File: src/rtl/pwm_shadow_pkg.sv
package pwm_shadow_pkg;
  localparam int WORD_W  = 32;
  localparam int PRE_W   = 8;
  localparam int HI_W    = 11;
  localparam int DIV_W   = 10;
  localparam int EN_BIT  = 31;
  localparam int UPD_BIT = 30;
  localparam int PRE_LSB = 22;
  localparam int RSV_BIT = 21;
  localparam int HI_LSB  = 10;
  localparam int DIV_LSB = 0;
  localparam int CMP_W   = (HI_W > DIV_W) ? HI_W : DIV_W;

  typedef struct packed {
    logic [PRE_W-1:0] pre;
    logic [HI_W-1:0]  hi;
    logic [DIV_W-1:0] div;
  } pwm_cfg_t;
endpackage

File: src/rtl/pwm_ctl_regs.sv
module pwm_ctl_regs
  import pwm_shadow_pkg::*;
(
  input  logic              clk,
  input  logic              rst_n,
  input  logic              wr_en,
  input  logic [WORD_W-1:0] wr_data,
  input  logic              commit,
  output pwm_cfg_t          shadow,
  output logic              en,
  output logic              pend,
  output logic [WORD_W-1:0] rd_data
);
  logic unused_rsv;
  assign unused_rsv = wr_data[RSV_BIT];

  always_ff @(posedge clk) begin
    if (!rst_n) begin
      shadow <= '0;
      en     <= 1'b0;
      pend   <= 1'b0;
    end else begin
      pend <= (pend & ~commit) | (wr_en & wr_data[UPD_BIT]);
      if (wr_en) begin
        en         <= wr_data[EN_BIT];
        shadow.pre <= wr_data[PRE_LSB +: PRE_W];
        shadow.hi  <= wr_data[HI_LSB +: HI_W];
        shadow.div <= wr_data[DIV_LSB +: DIV_W];
      end
    end
  end

  always_comb begin
    rd_data                    = '0;
    rd_data[EN_BIT]            = en;
    rd_data[UPD_BIT]           = pend;
    rd_data[PRE_LSB +: PRE_W]  = shadow.pre;
    rd_data[HI_LSB +: HI_W]    = shadow.hi;
    rd_data[DIV_LSB +: DIV_W]  = shadow.div;
  end
endmodule

File: src/rtl/pwm_period_gen.sv
module pwm_period_gen
  import pwm_shadow_pkg::*;
(
  input  logic     clk,
  input  logic     rst_n,
  input  logic     en,
  input  logic     pend,
  input  pwm_cfg_t shadow,
  output logic     commit,
  output logic     pwm_out
);
  pwm_cfg_t         act;
  logic             armed;
  logic [PRE_W-1:0] pcnt;
  logic [DIV_W-1:0] dcnt;
  logic             tick_end;
  logic             boundary;

  assign tick_end = (pcnt == act.pre);
  assign boundary = armed & tick_end & (dcnt == act.div);
  assign commit   = pend & (~en | ~armed | boundary);

  always_ff @(posedge clk) begin
    if (!rst_n) begin
      act   <= '0;
      armed <= 1'b0;
      pcnt  <= '0;
      dcnt  <= '0;
    end else begin
      if (commit) act <= shadow;
      if (!en) begin
        armed <= 1'b0;
        pcnt  <= '0;
        dcnt  <= '0;
      end else if (!armed) begin
        armed <= 1'b1;
        pcnt  <= '0;
        dcnt  <= '0;
      end else if (tick_end) begin
        pcnt <= '0;
        dcnt <= (dcnt == act.div) ? '0 : dcnt + 1'b1;
      end else begin
        pcnt <= pcnt + 1'b1;
      end
    end
  end

  assign pwm_out = en & armed & (CMP_W'(dcnt) < CMP_W'(act.hi));
endmodule

File: src/rtl/pwm_shadow_chan.sv
module pwm_shadow_chan
  import pwm_shadow_pkg::*;
(
  input  logic              clk,
  input  logic              rst_n,
  input  logic              wr_en,
  input  logic [WORD_W-1:0] wr_data,
  output logic [WORD_W-1:0] rd_data,
  output logic              pwm_out
);
  pwm_cfg_t shadow;
  logic     en;
  logic     pend;
  logic     commit;

  pwm_ctl_regs u_regs (
    .clk     (clk),
    .rst_n   (rst_n),
    .wr_en   (wr_en),
    .wr_data (wr_data),
    .commit  (commit),
    .shadow  (shadow),
    .en      (en),
    .pend    (pend),
    .rd_data (rd_data)
  );

  pwm_period_gen u_gen (
    .clk     (clk),
    .rst_n   (rst_n),
    .en      (en),
    .pend    (pend),
    .shadow  (shadow),
    .commit  (commit),
    .pwm_out (pwm_out)
  );
endmodule

File: config.mk
export PLATFORM = sky130hd
export DESIGN_NAME = pwm_shadow_chan
export DESIGN_NICKNAME = d
export VERILOG_FILES = /design/src/rtl/pwm_shadow_pkg.sv /design/src/rtl/pwm_ctl_regs.sv /design/src/rtl/pwm_period_gen.sv /design/src/rtl/pwm_shadow_chan.sv
export SDC_FILE = /design/constraint.sdc
export NUM_CORES = 1
export LEC_CHECK = 0
export BUFFER_PORTS_ARGS = -buffer_cell sky130_fd_sc_hd__buf_2
export CAP_MARGIN = 25
export CELL_PAD_IN_SITES_DETAIL_PLACEMENT = 1
export CELL_PAD_IN_SITES_GLOBAL_PLACEMENT = 1
export CORE_MARGIN = 5
export CORE_UTILIZATION = 45
export DETAILED_ROUTE_END_ITERATION = 7
export PLACE_DENSITY = 0.9
export REMOVE_ABC_BUFFERS = 1
export SYNTH_ARGS = -nofsm -noshare
export SYNTH_HDL_FRONTEND = slang
export SYNTH_SLANG_ARGS = --single-unit
File: constraint.sdc
create_clock -name clk -period 3.1 [get_ports clk]
set_input_delay 0.31 -clock clk [delete_from_list [all_inputs] [get_ports clk]]
set_output_delay 0.31 -clock clk [all_outputs]
set_load 0.02 [all_outputs]
# == Yosys cells after proc, flatten, opt, wreduce, memory -nomap -nowiden ==
# Cells that the tools add are included.
# word_totals
word_cells,34
register_bits,79
input_bits,35
output_inout_bits,33
# op_classes
magnitude_cmp,1
n_bitwise,14
n_eq_ne,2
muxes,2
add_sub_neg,2
n_reduce_logical,2
# ops
cell,n
10-bit by 11-bit < comparator with 1-bit output,1
10-bit by 1-bit adder with 10-bit output (second input constant),1
10-bit equality test,1
10-bit 2-to-1 mux,1
8-bit by 1-bit adder with 8-bit output (second input constant),1
8-bit equality test,1
1-bit AND,7
1-bit NOT,4
4-bit OR reduction,1
1-bit OR,3
3-bit AND reduction,1
1-bit 2-to-1 mux,1

# == Longest topological paths before layout ==
# depth
word_depth,8
ltp_mapped,8
mapped_depth_nobuf,8

# == Cells and area by module ==
# A second synthesis with hierarchy kept.
# unflattened
cells_unflattened,422
hier_area_um2,3829.9
# modules_own_cells
mod,cells_each,area_each_um2,n_inst
pwm_period_gen,288,2377.3,1
pwm_ctl_regs,134,1452.6,1

# == Worst setup path after synthesis ==
# OpenSTA, ideal clock, no wires.
# synth_path
kind,register to output
start,register u_gen.dcnt[2]
end,output port pwm_out
path_buffers,0
arrival_time_ns,1.572
required_ns,2.790
path_slack_ns,1.218
stages_incl_launch_ff,8
path_cell_list,dfxtp_1 ha_1 a21oi_1 o21ai_0 a21oi_1 o21a_1 o21ai_0 a31oi_1
# synth_between
elab_chain_len,2
# synth_rtl
element,line,rtl
start: declaration,pwm_period_gen.sv:15,logic [DIV_W-1:0] dcnt;
start signal: assignment,pwm_period_gen.sv:41,dcnt <= (dcnt == act.div) ? '0 : dcnt + 1'b1;
10-bit by 11-bit < comparator with 1-bit output,pwm_period_gen.sv:48,assign pwm_out = en & armed & (CMP_W'(dcnt) < CMP_W'(act.hi));
1-bit AND,pwm_period_gen.sv:48,
end: declaration,pwm_shadow_chan.sv:9,output logic pwm_out
# Every way passes these cells.

# == Final worst setup path ==
# Ends and elaborated chain as after synthesis.

==> key figures <==
Timing
  – Fin. Hold Viols: 0
  – Hold WS: 0.195 ns
  – Unrepaired setup endpoints after global routing: false
  – Final Skew: 0.0121 ns
  – # setup viols final: 0
  – Setup Total Neg Slack: 0 ns
  – Fmax: 391 MHz
  – Slew margin rel.: 37.0%
  – Fin. max-slew vios: 0
  – Worst slew pin tran: 0.945 ns
  – Final min period: 2.56 ns
  – Tcrit/Tclk final: 82.4%

Synthesis
  – Post-Synthesis Mean Instance Area: 9.32 um2
  – Synth Instances: 388
  – Yosys top cell by area: dfxtp_1
  – Sequential area share after synthesis: 43.7%
  – Synthesized area: 3620 um2
  – Area contributors post-synth: dfxtp_1, mux2i_1, nand2_1
  – Ys Warns: 0
  – Yosys cell types: 37
  – Yosys reg bits: 79
  – Top-area cell type share of the netlist area: 43.7%

Pwr
  – Max IR drop VDD: 0.216 mV
  – Sw Share: 26.3%
  – NetSw: 0.539 mW
  – Combinational share of power: 11.0%
  – Internal power: 1.51 mW
  – Clock Power Share: 37.0%
  – Leakage power: 1.74 nW
  – Pwr dens: 491 nW/um2
  – Seq pwr share: 52.0%

Detailed routing
  – DRC: 0
  – Via count of the routed design: 2896
  – Vias per std cell: 5.26
  – Post-Route WL: 8.63 mm
  – Number of detailed-route iterations in the first pass: 4
  – Antenna Nets Post-Route: 0
  – 1st-iter DRT viols: 82
  – WL/cell: 15.7 um

Clocking
  – Hold_buf cts: 0
  – Clock Path Buffers: 2
  – TritonCTS clock tree: done
  – Sink Count: 79
  – CTS Buf Count: 9
  – Setup bufs post-CTS: 0
  – # resized after CTS: 0
  – Worst skew pair latency: 0.35 ns
  – # H-tree levels: 3
  – CTS root buf: clkbuf_8
  – Worst-path clk slew: 0.08 ns

Worst setup path
  – CP Launch Type: flop
  – CP max stage delay: 0.45 ns
  – Crit-path max FO: 7
  – Worst path arrival time: 2.25 ns
  – Worst-path cell chain: ha_1 > a21oi_1 > o21ai_0 > a21oi_1 > o21a_1 > o21ai_0 > a31oi_1 > buf_2
  – CP Capture Type: output pin
  – Critical path class: reg -> out
  – Req. time, crit path: 2.79 ns
  – Critical-path top delay cell: dfxtp_1
  – R2R cell count: 7

Die
  – Die width: 99.6 um
  – Initial cell density of the core: 46.6%
  – Die Ht: 99.6 um
  – Core area: 7770 um2
  – # IOs: 68
  – Row count: 32
  – Die area: 9930 um2

Place
  – Routability Congestion: 0.810
  – IO Port Bufs: 65
  – DPL Wire Length: 5.80 mm
  – Placed inst area: 3990 um2

Finish
  – Final instance area: 4180 um2
  – Antenna cells: 0
  – Most common cell after layout, fill and taps aside: dfxtp_1
  – Commonest non-fill, non-tap cells in the layout: dfxtp_1, nand2_1, buf_2
  – Final #Nets: 490
  – Area delta synth->final: 15.6%
  – Fraction of layout cells with a size suffix above 1: 19.6%

GRT
  – Vias in the first global route: 3060
  – Grt ovf: 0
  – Initial antenna violation count: 0
  – GRT Total Usage: 18.2%
  – Largest net degree at the start of global routing: 91
  – First-pass GRT wire length: 14.5 mm

Run
  – Max-Cap Viols: 0

Status
  – Status: complete, no violations

Worst hold path
  – Hold Path Cell Cnt: 3
  – Class of the worst hold path: in -> reg
metrics by stage:
step / setup slack, ns / power [mW] / instances / util (%)
5_1_grt: 0.425 / 2.15 / 551 / 53.8
2_1_floorplan: 0.102 / 1.22 / 365 / -
3_3_place_gp: 0.923 / 1.31 / 535 / 51.4
4_1_cts: 0.518 / 2.08 / 551 / 53.8
3_5_place_dp: 0.827 / 1.32 / 535 / 51.4
6_report: 0.545 / 2.05 / 551 / 53.8
cell type report:
type                       count  area [um2]
fill                         952        3590
multi-input combinational    273        1870
sequential                    79        1580
timing repair buffer          68         360
clock buffer                  11         131
tap                          102         128
clock inverter                 5        58.8
inverter                      13        48.8
sequential cells by signal (all words and copies together), names as in the netlist:
name / flops
u_regs.en: 1
u_gen.dcnt: 10
u_gen.act: 29
u_gen.armed: 1
u_regs.pend: 1
u_gen.pcnt: 8
u_regs.rd_data: 29
power by group through the flow:
| stage | clock, mW | combinational, mW | sequential (mW) |
|---|---|---|---|
| floorplan | 0 | 0.100 | 1.12 |
| global placement | 0 | 0.217 | 1.09 |
| detailed placement | 0 | 0.227 | 1.09 |
| CTS | 0.780 | 0.230 | 1.07 |
| global route | 0.828 | 0.249 | 1.07 |
| finish | 0.758 | 0.225 | 1.07 |
critical path, delay by kind of cell, from the launching register on:
family,cells,cell delay [ns]
AOI/OAI and AO/OA,6,0.98
buffers and inverters,1,0.19
DFF,1,0.45
adders and majority gates,1,0.29
layer usage:
metal	vias up	routed length (um)	GRT usage, %
met5	-	0	0
met4	0	281	9.56
li1	1392	-	-
met2	66	4590	33.3
met1	1415	3480	20.0
met3	23	280	3.30
cells by family after synthesis:
group / synth area share, %
and+or+nand+nor: 20.4
DFF: 43.7
muxes: 16.6
buffers and inverters: 4.77
AOI/OAI and AO/OA: 4.71
xor gates and xnor gates: 5.81
adders and majority gates: 3.81
other: 0.104
worst paths after layout:
check	from	slack, ns	to
setup / recovery	u_gen.dcnt[2]$_SDFFE_PN0N_	0.54	pwm_out
hold / removal	wr_data[30]	0.20	u_regs.pend$_SDFF_PN0_
setup reg to reg	u_gen.pcnt[3]$_SDFF_PP0_	0.73	u_gen.act[19]$_SDFFE_PN0P_
hold reg to reg	u_gen.act[10]$_SDFFE_PN0P_	0.46	u_gen.act[10]$_SDFFE_PN0P_
cell usage after synthesis:
cell type	count
a21o_1	2
a21oi_1	12
a31oi_1	1
a31oi_2	1
and2_1	1
and2b_1	1
and3_1	7
buf_1	1
buf_4	5
buf_6	1
buf_8	1
clkbuf_1	15
conb_1	1
dfxtp_1	79
ha_1	11
inv_1	13
mux2_2	1
mux2i_1	59
nand2_1	72
nand2b_4	1
nand3_1	10
nand3b_1	1
nand4_1	4
nor2_1	10
nor2_4	1
nor2b_1	30
nor3_1	1
nor4_2	1
o21a_1	1
o21ai_0	11
o21ai_1	1
o41ai_1	1
or3b_1	5
or3b_2	1
or4_1	1
xnor2_1	18
xor2_1	6
Note: power is estimated with default switching activity, not from simulation.
